===== src/rtl/fib_pkg.sv =====
package fib_pkg;

    // Command issued by the sequencer to the recurrence datapath.
    typedef struct packed {
        logic load;   // seed histories and result
        logic step;   // advance the recurrence by one term
    } fib_cmd_t;

endpackage


===== src/rtl/fib_ctrl.sv =====
module fib_ctrl
    import fib_pkg::*;
#(
    parameter int N_W = 16
) (
    input  logic           clk_i,
    input  logic           rst_i,
    input  logic           start_i,
    input  logic [N_W-1:0] n_i,
    output fib_cmd_t       cmd_o,
    output logic           busy_o,
    output logic           done_o
);

    localparam logic [N_W-1:0] CNT_ONE = N_W'(1);
    localparam logic [N_W-1:0] CNT_TWO = N_W'(2);

    typedef struct packed {
        logic [N_W-1:0] cnt;
        logic           busy;
        logic           done;
    } ctrl_t;

    ctrl_t ctl_d, ctl_q;
    logic  accept;
    logic  last_step;

    always_comb begin
        accept    = start_i && !ctl_q.busy;
        last_step = ctl_q.busy && (ctl_q.cnt == CNT_TWO);
        ctl_d      = ctl_q;
        ctl_d.done = 1'b0;
        if (accept) begin
            ctl_d.cnt  = n_i;
            ctl_d.busy = (n_i > CNT_ONE);
            ctl_d.done = (n_i <= CNT_ONE);
        end else if (ctl_q.busy) begin
            ctl_d.cnt  = ctl_q.cnt - CNT_ONE;
            ctl_d.busy = !last_step;
            ctl_d.done = last_step;
        end
        cmd_o.load = accept;
        cmd_o.step = ctl_q.busy;
    end

    always_ff @(posedge clk_i) begin
        if (rst_i) begin
            ctl_q <= '0;
        end else begin
            ctl_q <= ctl_d;
        end
    end

    assign busy_o = ctl_q.busy;
    assign done_o = ctl_q.done;

    // a running loop always has more than one term left
    a_r3_cnt_above_one: assert property (@(posedge clk_i) disable iff (rst_i)
        ctl_q.busy |-> (ctl_q.cnt > CNT_ONE));

    // while busy the counter only counts down, whatever start does
    a_r8_busy_ignores_start: assert property (@(posedge clk_i) disable iff (rst_i)
        ctl_q.busy |=> (ctl_q.cnt == $past(ctl_q.cnt) - CNT_ONE));

    // done and busy never overlap
    a_r6_done_not_busy: assert property (@(posedge clk_i) disable iff (rst_i)
        ctl_q.done |-> !ctl_q.busy);

    // without a new request, done lasts one cycle
    a_r6_done_single: assert property (@(posedge clk_i) disable iff (rst_i)
        (ctl_q.done && !start_i) |=> !ctl_q.done);

endmodule


===== src/rtl/fib_datapath.sv =====
module fib_datapath
    import fib_pkg::*;
#(
    parameter int R_W = 32
) (
    input  logic           clk_i,
    input  logic           rst_i,
    input  fib_cmd_t       cmd_i,
    output logic [R_W-1:0] res_o
);

    localparam logic [R_W-1:0] SEED_LO = '0;
    localparam logic [R_W-1:0] SEED_HI = R_W'(1);

    typedef struct packed {
        logic [R_W-1:0] hist_a;   // older term
        logic [R_W-1:0] hist_b;   // newer term
        logic [R_W-1:0] res;
    } dp_t;

    dp_t            dp_d, dp_q;
    logic [R_W-1:0] sum;

    always_comb begin
        sum  = dp_q.hist_a + dp_q.hist_b;   // wraps modulo 2^R_W
        dp_d = dp_q;
        if (cmd_i.load) begin
            dp_d.hist_a = SEED_LO;
            dp_d.hist_b = SEED_HI;
            dp_d.res    = SEED_LO + SEED_HI;
        end else if (cmd_i.step) begin
            dp_d.res    = sum;
            dp_d.hist_a = dp_q.hist_b;
            dp_d.hist_b = sum;
        end
    end

    always_ff @(posedge clk_i) begin
        if (rst_i) begin
            dp_q <= '0;
        end else begin
            dp_q <= dp_d;
        end
    end

    assign res_o = dp_q.res;

    // a load seeds histories 0 and 1 and a result of 1
    a_r2_load_seed: assert property (@(posedge clk_i) disable iff (rst_i)
        cmd_i.load |=> (dp_q.hist_a == SEED_LO && dp_q.hist_b == SEED_HI
                        && dp_q.res == SEED_HI));

    // after any update the result equals the newer history term
    a_r4_res_tracks_hist: assert property (@(posedge clk_i) disable iff (rst_i)
        (cmd_i.load || cmd_i.step) |=> (dp_q.res == dp_q.hist_b));

    // no command, no change to the result
    a_r7_hold_result: assert property (@(posedge clk_i) disable iff (rst_i)
        (!cmd_i.load && !cmd_i.step) |=> $stable(dp_q.res));

endmodule


===== src/rtl/fib_iter.sv =====
module fib_iter
    import fib_pkg::*;
#(
    parameter int N_W = 16,
    parameter int R_W = 32
) (
    input  logic           clk_i,
    input  logic           rst_i,
    input  logic           start_i,
    input  logic [N_W-1:0] n_i,
    output logic           busy_o,
    output logic           done_o,
    output logic [R_W-1:0] fib_o
);

    fib_cmd_t cmd;

    fib_ctrl #(
        .N_W (N_W)
    ) i_ctrl (
        .clk_i   (clk_i),
        .rst_i   (rst_i),
        .start_i (start_i),
        .n_i     (n_i),
        .cmd_o   (cmd),
        .busy_o  (busy_o),
        .done_o  (done_o)
    );

    fib_datapath #(
        .R_W (R_W)
    ) i_dp (
        .clk_i (clk_i),
        .rst_i (rst_i),
        .cmd_i (cmd),
        .res_o (fib_o)
    );

    // indices 0 and 1 finish at once with value 1
    a_r2_small_index: assert property (@(posedge clk_i) disable iff (rst_i)
        (start_i && !busy_o && (n_i <= N_W'(1))) |=> (done_o && !busy_o && fib_o == R_W'(1)));

    // an idle unit accepts a start even while done is high
    a_r9_accept_on_done: assert property (@(posedge clk_i) disable iff (rst_i)
        (start_i && done_o && (n_i > N_W'(1))) |=> busy_o);

endmodule


===== config.mk =====
export PLATFORM = sky130hd
export DESIGN_NAME = fib_iter
export DESIGN_NICKNAME = d
export VERILOG_FILES = /design/src/rtl/fib_pkg.sv /design/src/rtl/fib_ctrl.sv /design/src/rtl/fib_datapath.sv /design/src/rtl/fib_iter.sv
export SDC_FILE = /design/constraint.sdc
export NUM_CORES = 1
export LEC_CHECK = 0
export BUFFER_PORTS_ARGS = -buffer_cell sky130_fd_sc_hd__buf_2
export CORE_UTILIZATION = 60
export DETAILED_ROUTE_END_ITERATION = 6
export PLACE_DENSITY = 0.81
export SETUP_SLACK_MARGIN = 0.05
export SLEW_MARGIN = 20
export SYNTH_ARGS = -nofsm -noshare
export SYNTH_HDL_FRONTEND = slang
export SYNTH_SLANG_ARGS = --single-unit

===== constraint.sdc =====
create_clock -name clk_i -period 3.1 [get_ports clk_i]
set_input_delay 0.155 -clock clk_i [delete_from_list [all_inputs] [get_ports clk_i]]
set_output_delay 0.155 -clock clk_i [all_outputs]
set_load 0.1 [all_outputs]

* Word level (Yosys, flattened, before mapping) *
Cells that the tools add are included.

cells by class
  reductions and logical operators = 6
  add/subtract/negate cells = 2
  multiplexer cells = 4
  equal/unequal tests = 1
  order comparisons = 2

operators by type and width
  kind                   number
  $mux 33                2
  $mux 18                2
  $add 32x32->32         1
  $eq 16x2->1 const B    1
  $gt 16x1->1 const B    1
  $le 16x1->1 const B    1
  $sub 16x1->16 const B  1
  $logic_and 1x1->1      2
  $logic_not 1->1        2
  $reduce_bool 2->1      1
  $reduce_or 2->1        1

word-level totals
  bits of input ports = 19
  flip-flop bits (word level) = 83
  output and inout bits = 34
  logic and storage cells = 22

* Logic depth before layout (Yosys ltp) *
Gate-level depths: netlist of run 1.

  depth after elaboration = 5
  mapped depth = 11

* Hierarchy *
Synthesis of run 1 repeated with hierarchy kept, for this count alone.

second synthesis, totals
  cells, all modules = 642
  area total of the unflattened synthesis = 5522.8 um^2

modules (own cells, without submodules)
  module        cells an instance  area each (um^2)  times used
  fib_datapath  517                4431.8            1
  fib_ctrl      125                1091.0            1

* Worst setup path before layout of run 1 *
Ideal clock, no wire load.

  kind = register to register
  from = reg, netlist name i_dp.res_o[0]
  to = reg i_dp.dp_q[54] in the netlist's numbering
  arrival = 2402 ps
  slack = 602 ps
  stages on the path, launching flop included = 12
  library setup time = 95 ps
  period minus slack after synthesis = 2498 ps
  cells stage by stage = dfxtp_1 > ha_1 > fa_1 > a21oi_1 > o211ai_1 > nand4_1 > nand2_1 > a21oi_4 > o21ai_2 > a31o_1 > or4b_1 > o311ai_1

RTL lines
  what                  line                text
  to (signal assigned)  fib_datapath.sv:42  dp_q <= dp_d;
  to (decl)             fib_datapath.sv:21  dp_t dp_d, dp_q;

==> report_table.html, run 1 <==
<table>
<tr><th>Metric</th><th>Value</th></tr>
<tr><th colspan="2">Floorplanning</th></tr>
<tr><td>Chip height</td><td>93.8 µm</td></tr>
<tr><td>Standard-cell row count</td><td>33</td></tr>
<tr><td>Area of the core</td><td>8180 µm²</td></tr>
<tr><td>Starting density of the core</td><td>between 60% and 70%</td></tr>
<tr><td>Die ar.</td><td>approximately 8800 µm²</td></tr>
<tr><td># IOs</td><td>53</td></tr>
<tr><td>X dimension of the die</td><td>between 90 and 100 µm</td></tr>
<tr><th colspan="2">CTS</th></tr>
<tr><td>Clock buffers created by TritonCTS</td><td>9</td></tr>
<tr><td>Number of resized instances in the post-cts repair step</td><td>0</td></tr>
<tr><td>CTS H-tree lvls</td><td>3</td></tr>
<tr><td>CTS max path bufs</td><td>2</td></tr>
<tr><td>TritonCTS clock tree</td><td>built</td></tr>
<tr><td>Post-CTS Setup Repair Bufs</td><td>0</td></tr>
<tr><td>Cts-stage hold buffer count</td><td>0</td></tr>
<tr><td>Clock insertion delay at the later pin of the skew report</td><td>roughly 0.36 ns</td></tr>
<tr><td>Worst-path clk slew</td><td>about 0.09 ns</td></tr>
<tr><td>Clock sink total</td><td>a little over 80</td></tr>
<tr><td>CTS root buffer</td><td>sky130_fd_sc_hd__clkbuf_8</td></tr>
<tr><th colspan="2">Yosys</th></tr>
<tr><td>Post-synthesis async set-or-reset flop share</td><td>0%</td></tr>
<tr><td>Gate Count Post-Synth</td><td>approximately 580</td></tr>
<tr><td>Syn Nets</td><td>635</td></tr>
<tr><td>Distinct cell type count after synthesis</td><td>60</td></tr>
<tr><td>Fraction of the yosys area taken by sequential cells</td><td>between 30% and 40%</td></tr>
<tr><td>Yosys warns</td><td>0</td></tr>
<tr><td>Syn avg cell area</td><td>between 8 and 9 µm²</td></tr>
<tr><td>Dominant register cell in the synthesized netlist</td><td>sky130_fd_sc_hd__dfxtp_1</td></tr>
<tr><td>Number of synthesized register bits</td><td>82</td></tr>
<tr><td>Cell area after technology mapping</td><td>just over 5000 µm²</td></tr>
<tr><td>Post-synth EDFFs</td><td>0</td></tr>
<tr><th colspan="2">Routing</th></tr>
<tr><td>Routed WL per cell</td><td>roughly 15 µm</td></tr>
<tr><td>Detailed-route vias per instance</td><td>5.85</td></tr>
<tr><td>ANT nets after route</td><td>0</td></tr>
<tr><td>DRT Wirelength</td><td>10300 µm</td></tr>
<tr><td>Number of detailed-route iterations in the first pass</td><td>6</td></tr>
<tr><td>DRC Markers</td><td>2</td></tr>
<tr><td>Via count of the routed design</td><td>about 4k</td></tr>
<tr><td>Initial detailed-routing violation count</td><td>201</td></tr>
<tr><th colspan="2">Finish</th></tr>
<tr><td>Layout cells sized above 1</td><td>approximately 15%</td></tr>
<tr><td>Commonest cells after routing, fill and taps aside</td><td>sky130_fd_sc_hd__dfxtp_1, sky130_fd_sc_hd__nor2_1, sky130_fd_sc_hd__buf_2</td></tr>
<tr><td>Core utilization of the finished layout</td><td>65.3%</td></tr>
<tr><td>Area growth syn-to-layout</td><td>5.70%</td></tr>
<tr><td>Count of inserted antenna diode cells</td><td>0</td></tr>
<tr><td># nets final</td><td>643</td></tr>
<tr><td>Leading cell type in the layout, fill and taps excluded</td><td>sky130_fd_sc_hd__dfxtp_1</td></tr>
<tr><th colspan="2">Worst setup path</th></tr>
<tr><td>CP Launch Point</td><td>i_dp.res_o[0]</td></tr>
<tr><td>Worst setup path end</td><td>i_dp.dp_q[48]</td></tr>
<tr><td>Data arrival time of the worst path</td><td>3.03 ns</td></tr>
<tr><td>Crit-path max FO</td><td>4</td></tr>
<tr><td>Launching point of the worst reg2reg path</td><td>i_dp.res_o[0]</td></tr>
<tr><td>Data required time of the worst path</td><td>3.35 ns</td></tr>
<tr><td>Setup slack on the worst flop-to-flop path</td><td>about 0.32 ns</td></tr>
<tr><td>Path depth of the worst reg2reg path</td><td>11</td></tr>
<tr><td>Startpoint types</td><td>flop</td></tr>
<tr><td>Destination of the worst register-to-register timing path</td><td>i_dp.dp_q[48]</td></tr>
<tr><td>Critical path start-end classification</td><td>flop to flop</td></tr>
<tr><td>Capturing element type of the critical path</td><td>flop</td></tr>
<tr><th colspan="2">Status</th></tr>
<tr><td>Failing checks</td><td>design-rule violations</td></tr>
<tr><td>Outcome</td><td>finished, violations left</td></tr>
<tr><th colspan="2">GRT</th></tr>
<tr><td>Wire length of the first global-routing pass</td><td>17100 µm</td></tr>
<tr><td>Antenna violations before repair</td><td>0</td></tr>
<tr><td>Pin count of the biggest net entering global routing</td><td>55</td></tr>
<tr><td>Congestion Overflow GR</td><td>0</td></tr>
<tr><td>Global-route usage over all layers</td><td>between 20% and 30%</td></tr>
<tr><td>Vias in the first global route</td><td>between 3k and 4k</td></tr>
<tr><th colspan="2">Timing</th></tr>
<tr><td>Maximum operating frequency</td><td>roughly 0.36 GHz</td></tr>
<tr><td>Least setup slack across all paths after layout</td><td>~0.32 ns</td></tr>
<tr><td>Count of final hold-check violations</td><td>0</td></tr>
<tr><td>Worst max-slew margin expressed relative to the limit</td><td>between 40% and 50%</td></tr>
<tr><td>Final min period</td><td>about 2.8 ns</td></tr>
<tr><td>Final period utilization</td><td>between 80% and 90%</td></tr>
<tr><td>Final worst clock skew</td><td>0.00996 ns</td></tr>
<tr><td>Sum of negative setup slack</td><td>0 ns</td></tr>
<tr><td>Number of setup violations in the final report</td><td>0</td></tr>
<tr><td>Setup repair after global routing missed its margin</td><td>no</td></tr>
<tr><td>Slew @ Worst Pin</td><td>0.875 ns</td></tr>
<tr><td>Final-report max-slew violation count</td><td>0</td></tr>
<tr><th colspan="2">Power</th></tr>
<tr><td>Power density over the cells</td><td>slightly above 400 nW/µm²</td></tr>
<tr><td>Reported leakage power</td><td>around 2.4 nW</td></tr>
<tr><td>VDD IR-drop max</td><td>between 0.0002 and 0.00025 V</td></tr>
<tr><th colspan="2">Placement</th></tr>
<tr><td>Worst setup timing slack at the placement stage</td><td>0.353 ns</td></tr>
<tr><td>Port bufs</td><td>52</td></tr>
<tr><td>Routability congestion estimate</td><td>0.869</td></tr>
<tr><td>Placed wire-length estimate</td><td>roughly 7400 µm</td></tr>
<tr><th colspan="2">Hold path</th></tr>
<tr><td>Hold WC Path Type</td><td>primary input to flop</td></tr>
<tr><th colspan="2">Flow run</th></tr>
<tr><td>Number of max-cap violations</td><td>0</td></tr>
</table>
[kinds of logic after synthesis]
family / count (synthesis) / share of synthesized area (%)
simple gates: 165 / 15.5
fa+ha+maj: 34 / 8.57
xor+xnor: 33 / 5.72
buf+inv: 78 / 8.27
compound gates: 142 / 19.9
flops: 82 / 32.5
mux: 48 / 9.56
[routing by layer]
| layer | GRT usage [%] | vias to the layer above | wire length [µm] |
|---|---|---|---|
| li1 | - | 2071 | - |
| met1 | 30.2 | 1946 | 4780 |
| met2 | 41.5 | 65 | 4980 |
| met3 | 4.13 | 13 | 406 |
| met4 | 8.97 | 0 | 153 |
| met5 | 0 | - | 0 |
[state kept, by name, indices dropped and copies added (netlist names)]
register / cells
i_ctrl.done_o: 1
i_dp.res_o: 1
i_ctrl.busy_o: 1
i_ctrl.ctl_q: 16
i_dp.dp_q: 63
[synthesized netlist by cell type (5+ instances only)]
cell type,count,area [µm²]
sky130_fd_sc_hd__nor2_1,71,267
sky130_fd_sc_hd__a22o_1,8,70.1
sky130_fd_sc_hd__o21ai_0,13,65.1
sky130_fd_sc_hd__nor2b_1,13,81.3
sky130_fd_sc_hd__a211oi_1,24,180
sky130_fd_sc_hd__nand3_1,10,50.1
sky130_fd_sc_hd__nand4_1,6,37.5
sky130_fd_sc_hd__xnor2_1,24,210
sky130_fd_sc_hd__buf_4,32,240
sky130_fd_sc_hd__nand2_1,25,93.8
sky130_fd_sc_hd__clkbuf_1,22,82.6
sky130_fd_sc_hd__a21o_1,15,113
sky130_fd_sc_hd__a21oi_2,5,43.8
sky130_fd_sc_hd__nor4_1,5,31.3
sky130_fd_sc_hd__a311oi_1,5,43.8
sky130_fd_sc_hd__dfxtp_1,82,1640
sky130_fd_sc_hd__ha_1,33,413
sky130_fd_sc_hd__mux2i_1,46,460
sky130_fd_sc_hd__xor2_1,9,78.8
sky130_fd_sc_hd__a21oi_1,34,170
sky130_fd_sc_hd__nor3_1,14,70.1
sky130_fd_sc_hd__inv_1,18,67.6
[power by group]
part | internal, W | switching [W]
sequential | 0.00108 | 0.0000273
clock | 0.000416 | 0.000400
combinational | 0.0000936 | 0.000171
total | 0.00159 | 0.000598
[worst min path at each step]
stage	from	slack (ns)	depth (start not counted)	endpoint
finish	n_i[14]	0.11	3	i_ctrl.ctl_q[16]
global route	n_i[14]	0.13	3	i_ctrl.ctl_q[16]
CTS	n_i[14]	0.11	3	i_ctrl.ctl_q[16]
detailed placement	i_ctrl.ctl_q[2]	0.47	1	i_ctrl.ctl_q[2]
global placement	n_i[14]	0.47	3	i_ctrl.ctl_q[16]
floorplan	n_i[14]	0.35	2	i_ctrl.ctl_q[16]
[layout make-up]
| cell class | instances | area, µm² |
|---|---|---|
| Multi-Input combinational cell | 422 | 2990 |
| Sequential cell | 82 | 1650 |
| Fill cell | 706 | 2840 |
| Tap cell | 105 | 131 |
| Inverter | 18 | 67.6 |
| Clock inverter | 4 | 50.0 |
| Clock buffer | 12 | 155 |
| Timing Repair Buffer | 57 | 298 |
[through the flow]
step | hold slack (ns) | instances | area (µm²) | total power [W]
after floorplan | 0.349 | 582 | 5050 | 0.00134
after global routing | 0.128 | 700 | 5340 | 0.00226
after CTS | 0.106 | 700 | 5340 | 0.00219
after detailed placement | 0.470 | 684 | 5130 | 0.00139
after global placement | 0.466 | 684 | 5130 | 0.00138
final | 0.111 | 700 | 5340 | 0.00219
[worst max-delay path: stages, from the launching register on]
cell and delay (ns):
sky130_fd_sc_hd__dfxtp_1 0.35, sky130_fd_sc_hd__ha_1 0.24, sky130_fd_sc_hd__fa_1 0.42, sky130_fd_sc_hd__a21oi_1 0.20, sky130_fd_sc_hd__o211ai_1 0.12, sky130_fd_sc_hd__a31oi_1 0.33, sky130_fd_sc_hd__nor3_1 0.08, sky130_fd_sc_hd__o221ai_1 0.30
sky130_fd_sc_hd__o221ai_1 0.20, sky130_fd_sc_hd__a21oi_1 0.20, sky130_fd_sc_hd__xnor2_1 0.08, sky130_fd_sc_hd__a22o_1 0.17
No activity file was read; power rests on OpenSTA's default activity.
==> run 2: changes to the inputs <==
SYNTH_HIERARCHICAL = 1   (was unset)
==> run 2 against run 1 <==
  * The flow still finishes with violations (design-rule violations)
  * Clock skew about the same
  * Clock power shrank 6.9%
  * Synthesized cell count up 10%
  * Flip-flop and latch count did not move
  * Critical path depth fell by 2
==> report_table.html, run 2 <==
<table>
<tr><th>Metric</th><th>Value</th></tr>
<tr><th colspan="2">Yosys</th></tr>
<tr><td>Count leader, synth</td><td>sky130_fd_sc_hd__dfxtp_1</td></tr>
<tr><td>Dominant register cell in the synthesized netlist</td><td>sky130_fd_sc_hd__dfxtp_1</td></tr>
<tr><td>Fraction of the yosys area taken by sequential cells</td><td>29.7% (-2.8 points)</td></tr>
<tr><td>Post-synth EDFFs</td><td>0 (unchanged)</td></tr>
<tr><td>Syn Nets</td><td>695 (+9.4%)</td></tr>
<tr><td>Area share of the largest cell type after synthesis</td><td>29.7% (-2.8 points)</td></tr>
<tr><td>Area share of and/or/nand/nor cells after synthesis</td><td>20.9% (+5.4 points)</td></tr>
<tr><td>Adder and majority gate portion of the synthesized area</td><td>7.84% (-0.73 points)</td></tr>
<tr><td>Number of synthesized register bits</td><td>82 (unchanged)</td></tr>
<tr><td>Fraction of the mapped netlist area in compound gates</td><td>21.5% (+1.6 points)</td></tr>
<tr><td>Synth area leaders</td><td>sky130_fd_sc_hd__dfxtp_1, sky130_fd_sc_hd__mux2i_1, sky130_fd_sc_hd__ha_1, sky130_fd_sc_hd__buf_4, sky130_fd_sc_hd__nor2_1</td></tr>
<tr><td>Distinct cell type count after synthesis</td><td>93 (+55%)</td></tr>
<tr><td>Main combinational cell family by area after synthesis</td><td>compound AO/OA/AOI/OAI gates</td></tr>
<tr><td>Multiplexer share of the synthesized area</td><td>8.72% (-0.84 points)</td></tr>
<tr><td>Post-synthesis cell type with the largest combined area</td><td>sky130_fd_sc_hd__dfxtp_1</td></tr>
<tr><td>Yosys warns</td><td>6 (+6)</td></tr>
<tr><td>Commonest cells in the synthesized netlist</td><td>sky130_fd_sc_hd__dfxtp_1, sky130_fd_sc_hd__nor2_1, sky130_fd_sc_hd__mux2i_1</td></tr>
<tr><td>Post-synthesis share of cell area spent on xor and xnor gates</td><td>2.85% (-2.9 points)</td></tr>
<tr><td>Cell area after technology mapping</td><td>5520 µm² (+9.3%)</td></tr>
<tr><td>Post-synthesis async set-or-reset flop share</td><td>0% (unchanged)</td></tr>
<tr><td>Gate Count Post-Synth</td><td>642 (+10%)</td></tr>
<tr><td>Syn avg cell area</td><td>8.60 µm² (-0.90%)</td></tr>
<tr><th colspan="2">Worst setup path</th></tr>
<tr><td>Capturing element type of the critical path</td><td>flop</td></tr>
<tr><td>Data arrival time of the worst path</td><td>2.99 ns (-0.04 ns)</td></tr>
<tr><td>Data required time of the worst path</td><td>3.36 ns (about the same)</td></tr>
<tr><td>Crit-path max FO</td><td>5 (+1)</td></tr>
<tr><td>Cell with the largest stage delay on the worst path</td><td>sky130_fd_sc_hd__a221o_2</td></tr>
<tr><td>Total buffers and inverters traversed by the critical path</td><td>0 (unchanged)</td></tr>
<tr><td>Startpoint types</td><td>flop</td></tr>
<tr><td>Critical path start-end classification</td><td>flop to flop</td></tr>
<tr><td>CP peak stage delay</td><td>0.44 ns (+0.02 ns)</td></tr>
<tr><td>Cell breakdown of the critical path</td><td>ha_1 -&gt; fa_1 -&gt; a21o_1 -&gt; a221o_2 -&gt; a22oi_2 -&gt; a31oi_2 -&gt; a21oi_2 -&gt; nor4_1 -&gt; a311o_1</td></tr>
<tr><td>Top delay family on crit path</td><td>compound AO/OA/AOI/OAI gates</td></tr>
<tr><th colspan="2">CTS</th></tr>
<tr><td>Cts-stage hold buffer count</td><td>0 (unchanged)</td></tr>
<tr><td>CTS H-tree lvls</td><td>3 (unchanged)</td></tr>
<tr><td>Number of resized instances in the post-cts repair step</td><td>0 (unchanged)</td></tr>
<tr><td>Worst-path clk slew</td><td>0.10 ns (about the same)</td></tr>
<tr><td>Clock buffers created by TritonCTS</td><td>9 (unchanged)</td></tr>
<tr><td>Post-CTS Setup Repair Bufs</td><td>0 (unchanged)</td></tr>
<tr><td>Clock insertion delay at the later pin of the skew report</td><td>0.36 ns (about the same)</td></tr>
<tr><td>CTS max path bufs</td><td>2 (unchanged)</td></tr>
<tr><td>Clock sink total</td><td>82 (unchanged)</td></tr>
<tr><td>TritonCTS clock tree</td><td>built</td></tr>
<tr><td>CTS root buffer</td><td>sky130_fd_sc_hd__clkbuf_8</td></tr>
<tr><th colspan="2">Hold path</th></tr>
<tr><td>Hold WC Path Type</td><td>primary input to flop</td></tr>
<tr><th colspan="2">Timing</th></tr>
<tr><td>Maximum operating frequency</td><td>0.366 GHz (+1.8%)</td></tr>
<tr><td>Setup repair after global routing missed its margin</td><td>no</td></tr>
<tr><td>Sum of negative setup slack</td><td>0 ns (unchanged)</td></tr>
<tr><td>Final worst clock skew</td><td>0.00963 ns (-0.000328 ns)</td></tr>
<tr><td>Final period utilization</td><td>88.1% (-1.6 points)</td></tr>
<tr><td>Final min period</td><td>2.73 ns (-0.0481 ns)</td></tr>
<tr><td>Final-report max-slew violation count</td><td>0 (unchanged)</td></tr>
<tr><td>Number of setup violations in the final report</td><td>0 (unchanged)</td></tr>
<tr><td>Worst max-slew margin expressed relative to the limit</td><td>46.4% (+4.9 points)</td></tr>
<tr><td>Count of final hold-check violations</td><td>0 (unchanged)</td></tr>
<tr><td>Slew @ Worst Pin</td><td>0.805 ns (-0.0706 ns)</td></tr>
<tr><th colspan="2">Finish</th></tr>
<tr><td>Count of inserted antenna diode cells</td><td>0 (unchanged)</td></tr>
<tr><td>Area growth syn-to-layout</td><td>3.67%</td></tr>
<tr><td>Fillers</td><td>760 (+7.6%)</td></tr>
<tr><td>Biggest register</td><td>i_dp/dp_q</td></tr>
<tr><td>Summed area of non-filler cells in the final layout</td><td>5730 µm² (+7.2%)</td></tr>
<tr><td>Commonest cells after routing, fill and taps aside</td><td>sky130_fd_sc_hd__dfxtp_1, sky130_fd_sc_hd__nor2_1, sky130_fd_sc_hd__buf_2</td></tr>
<tr><td>Layout cells sized above 1</td><td>16.3% (+1.7 points)</td></tr>
<tr><td>Leading cell type in the layout, fill and taps excluded</td><td>sky130_fd_sc_hd__dfxtp_1</td></tr>
<tr><td>Max FFs per register</td><td>33 (-48%)</td></tr>
<tr><td># nets final</td><td>697 (+8.4%)</td></tr>
<tr><th colspan="2">Routing</th></tr>
<tr><td>Via count of the routed design</td><td>4765 (+16%)</td></tr>
<tr><td>Detailed-route vias per instance</td><td>6.29 (+7.6%)</td></tr>
<tr><td>Initial detailed-routing violation count</td><td>281 (+40%)</td></tr>
<tr><td>Routed WL per cell</td><td>16.1 µm (+9.1%)</td></tr>
<tr><td>DRT Wirelength</td><td>12200 µm (+18%)</td></tr>
<tr><td>DRC Markers</td><td>4 (+2)</td></tr>
<tr><td>Number of detailed-route iterations in the first pass</td><td>7 (+1)</td></tr>
<tr><td>ANT nets after route</td><td>0 (unchanged)</td></tr>
<tr><th colspan="2">Floorplanning</th></tr>
<tr><td>X dimension of the die</td><td>97.9 µm (+4.5%)</td></tr>
<tr><td>Standard-cell row count</td><td>34 (+3.0%)</td></tr>
<tr><td>Area of the core</td><td>8810 µm² (+7.7%)</td></tr>
<tr><td>Starting density of the core</td><td>62.7% (+0.92 points)</td></tr>
<tr><td># IOs</td><td>53 (unchanged)</td></tr>
<tr><td>Die ar.</td><td>9590 µm² (+9.1%)</td></tr>
<tr><td>Chip height</td><td>97.9 µm (+4.5%)</td></tr>
<tr><th colspan="2">GRT</th></tr>
<tr><td>Antenna violations before repair</td><td>0 (unchanged)</td></tr>
<tr><td>Wire length of the first global-routing pass</td><td>21100 µm (+23%)</td></tr>
<tr><td>Vias in the first global route</td><td>4564 (+21%)</td></tr>
<tr><td>Global-route usage over all layers</td><td>26.7% (+2.5 points)</td></tr>
<tr><td>Pin count of the biggest net entering global routing</td><td>57 (+3.6%)</td></tr>
<tr><td>Congestion Overflow GR</td><td>0 (unchanged)</td></tr>
<tr><th colspan="2">Status</th></tr>
<tr><td>Outcome</td><td>finished, violations left</td></tr>
<tr><td>Failing checks</td><td>design-rule violations</td></tr>
<tr><th colspan="2">Power</th></tr>
<tr><td>Reported leakage power</td><td>2.47 nW (+4.9%)</td></tr>
<tr><td>Power density over the cells</td><td>377 nW/µm² (-7.8%)</td></tr>
<tr><td>Post-layout total power</td><td>0.00216 W (-1.1%)</td></tr>
<tr><td>VDD IR-drop max</td><td>0.000295 V (+46%)</td></tr>
<tr><th colspan="2">Placement</th></tr>
<tr><td>Routability congestion estimate</td><td>0.910 (+4.7%)</td></tr>
<tr><td>Placed wire-length estimate</td><td>8840 µm (+20%)</td></tr>
<tr><td>Placed cell areas</td><td>5540 µm² (+7.8%)</td></tr>
<tr><td>Port bufs</td><td>52 (unchanged)</td></tr>
<tr><th colspan="2">Flow run</th></tr>
<tr><td>Number of max-cap violations</td><td>0 (unchanged)</td></tr>
</table>
[run 2: worst paths after layout]
path	cells after the start	slack [ns]	to	startpoint
max	9	0.37	i_dp/res_o[24]	i_dp/dp_q[32]
min	3	0.06	i_ctrl/ctl_q[16]	n_i[14]
max reg2reg	9	0.37	i_dp/res_o[24]	i_dp/dp_q[32]
min reg2reg	2	0.50	i_dp/res_o[25]	i_dp/res_o[25]
[run 2: area by class of cell]
| type | count | area, µm² | share of cell area (%) |
|---|---|---|---|
| tap | 108 | 135 | 2.36 |
| sequential | 82 | 1650 | 28.7 |
| clock inverter | 7 | 66.3 | 1.16 |
| timing repair buffer | 57 | 298 | 5.20 |
| multi-input combinational | 482 | 3410 | 59.6 |
| inverter | 12 | 45.0 | 0.787 |
| clock buffer | 9 | 124 | 2.16 |
[run 2: cell families after synthesis]
group                      count (synthesis)
adders and majority gates                 34
and+or+nand+nor                          217
DFF                                       82
AOI/OAI and AO/OA                        165
muxes                                     48
xor gates and xnor gates                  18
buffers and inverters                     78
[run 2: metal layers]
metal | routed length [µm] | global-route usage [%] | vias to the layer above
li1 | - | - | 2320
met1 | 5350 | 34.6 | 2255
met2 | 5780 | 43.9 | 163
met3 | 758 | 5.15 | 27
met4 | 288 | 10.4 | 0
met5 | 0 | 0 | -
[run 2: where the power goes]
| group | leakage [nW] | switching (W) | total, W | internal (W) |
|---|---|---|---|---|
| Clock | 0.0991 | 0.000444 | 0.000759 | 0.000315 |
| Combinational | 1.70 | 0.000193 | 0.000293 | 0.000101 |
| Sequential | 0.665 | 0.0000300 | 0.00111 | 0.00108 |
| Total | 2.47 | 0.000667 | 0.00216 | 0.00149 |
[run 2: tightest hold or removal path, delay by kind of cell]
kind | cells | cell delay, ns
buf+inv | 1 | 0.11
compound gates | 1 | 0.07
simple gates | 1 | 0.05
[run 2: through the flow]
stage,std cells,setup slack [ns],util [%],hold WS (ns)
5_1_grt,757,0.233,65.0,0.0470
6_report,757,0.368,65.0,0.0604
3_3_place_gp,741,0.518,62.9,0.436
3_5_place_dp,741,0.399,62.9,0.440
2_1_floorplan,642,0.475,-,0.227
4_1_cts,757,0.371,65.0,0.0313
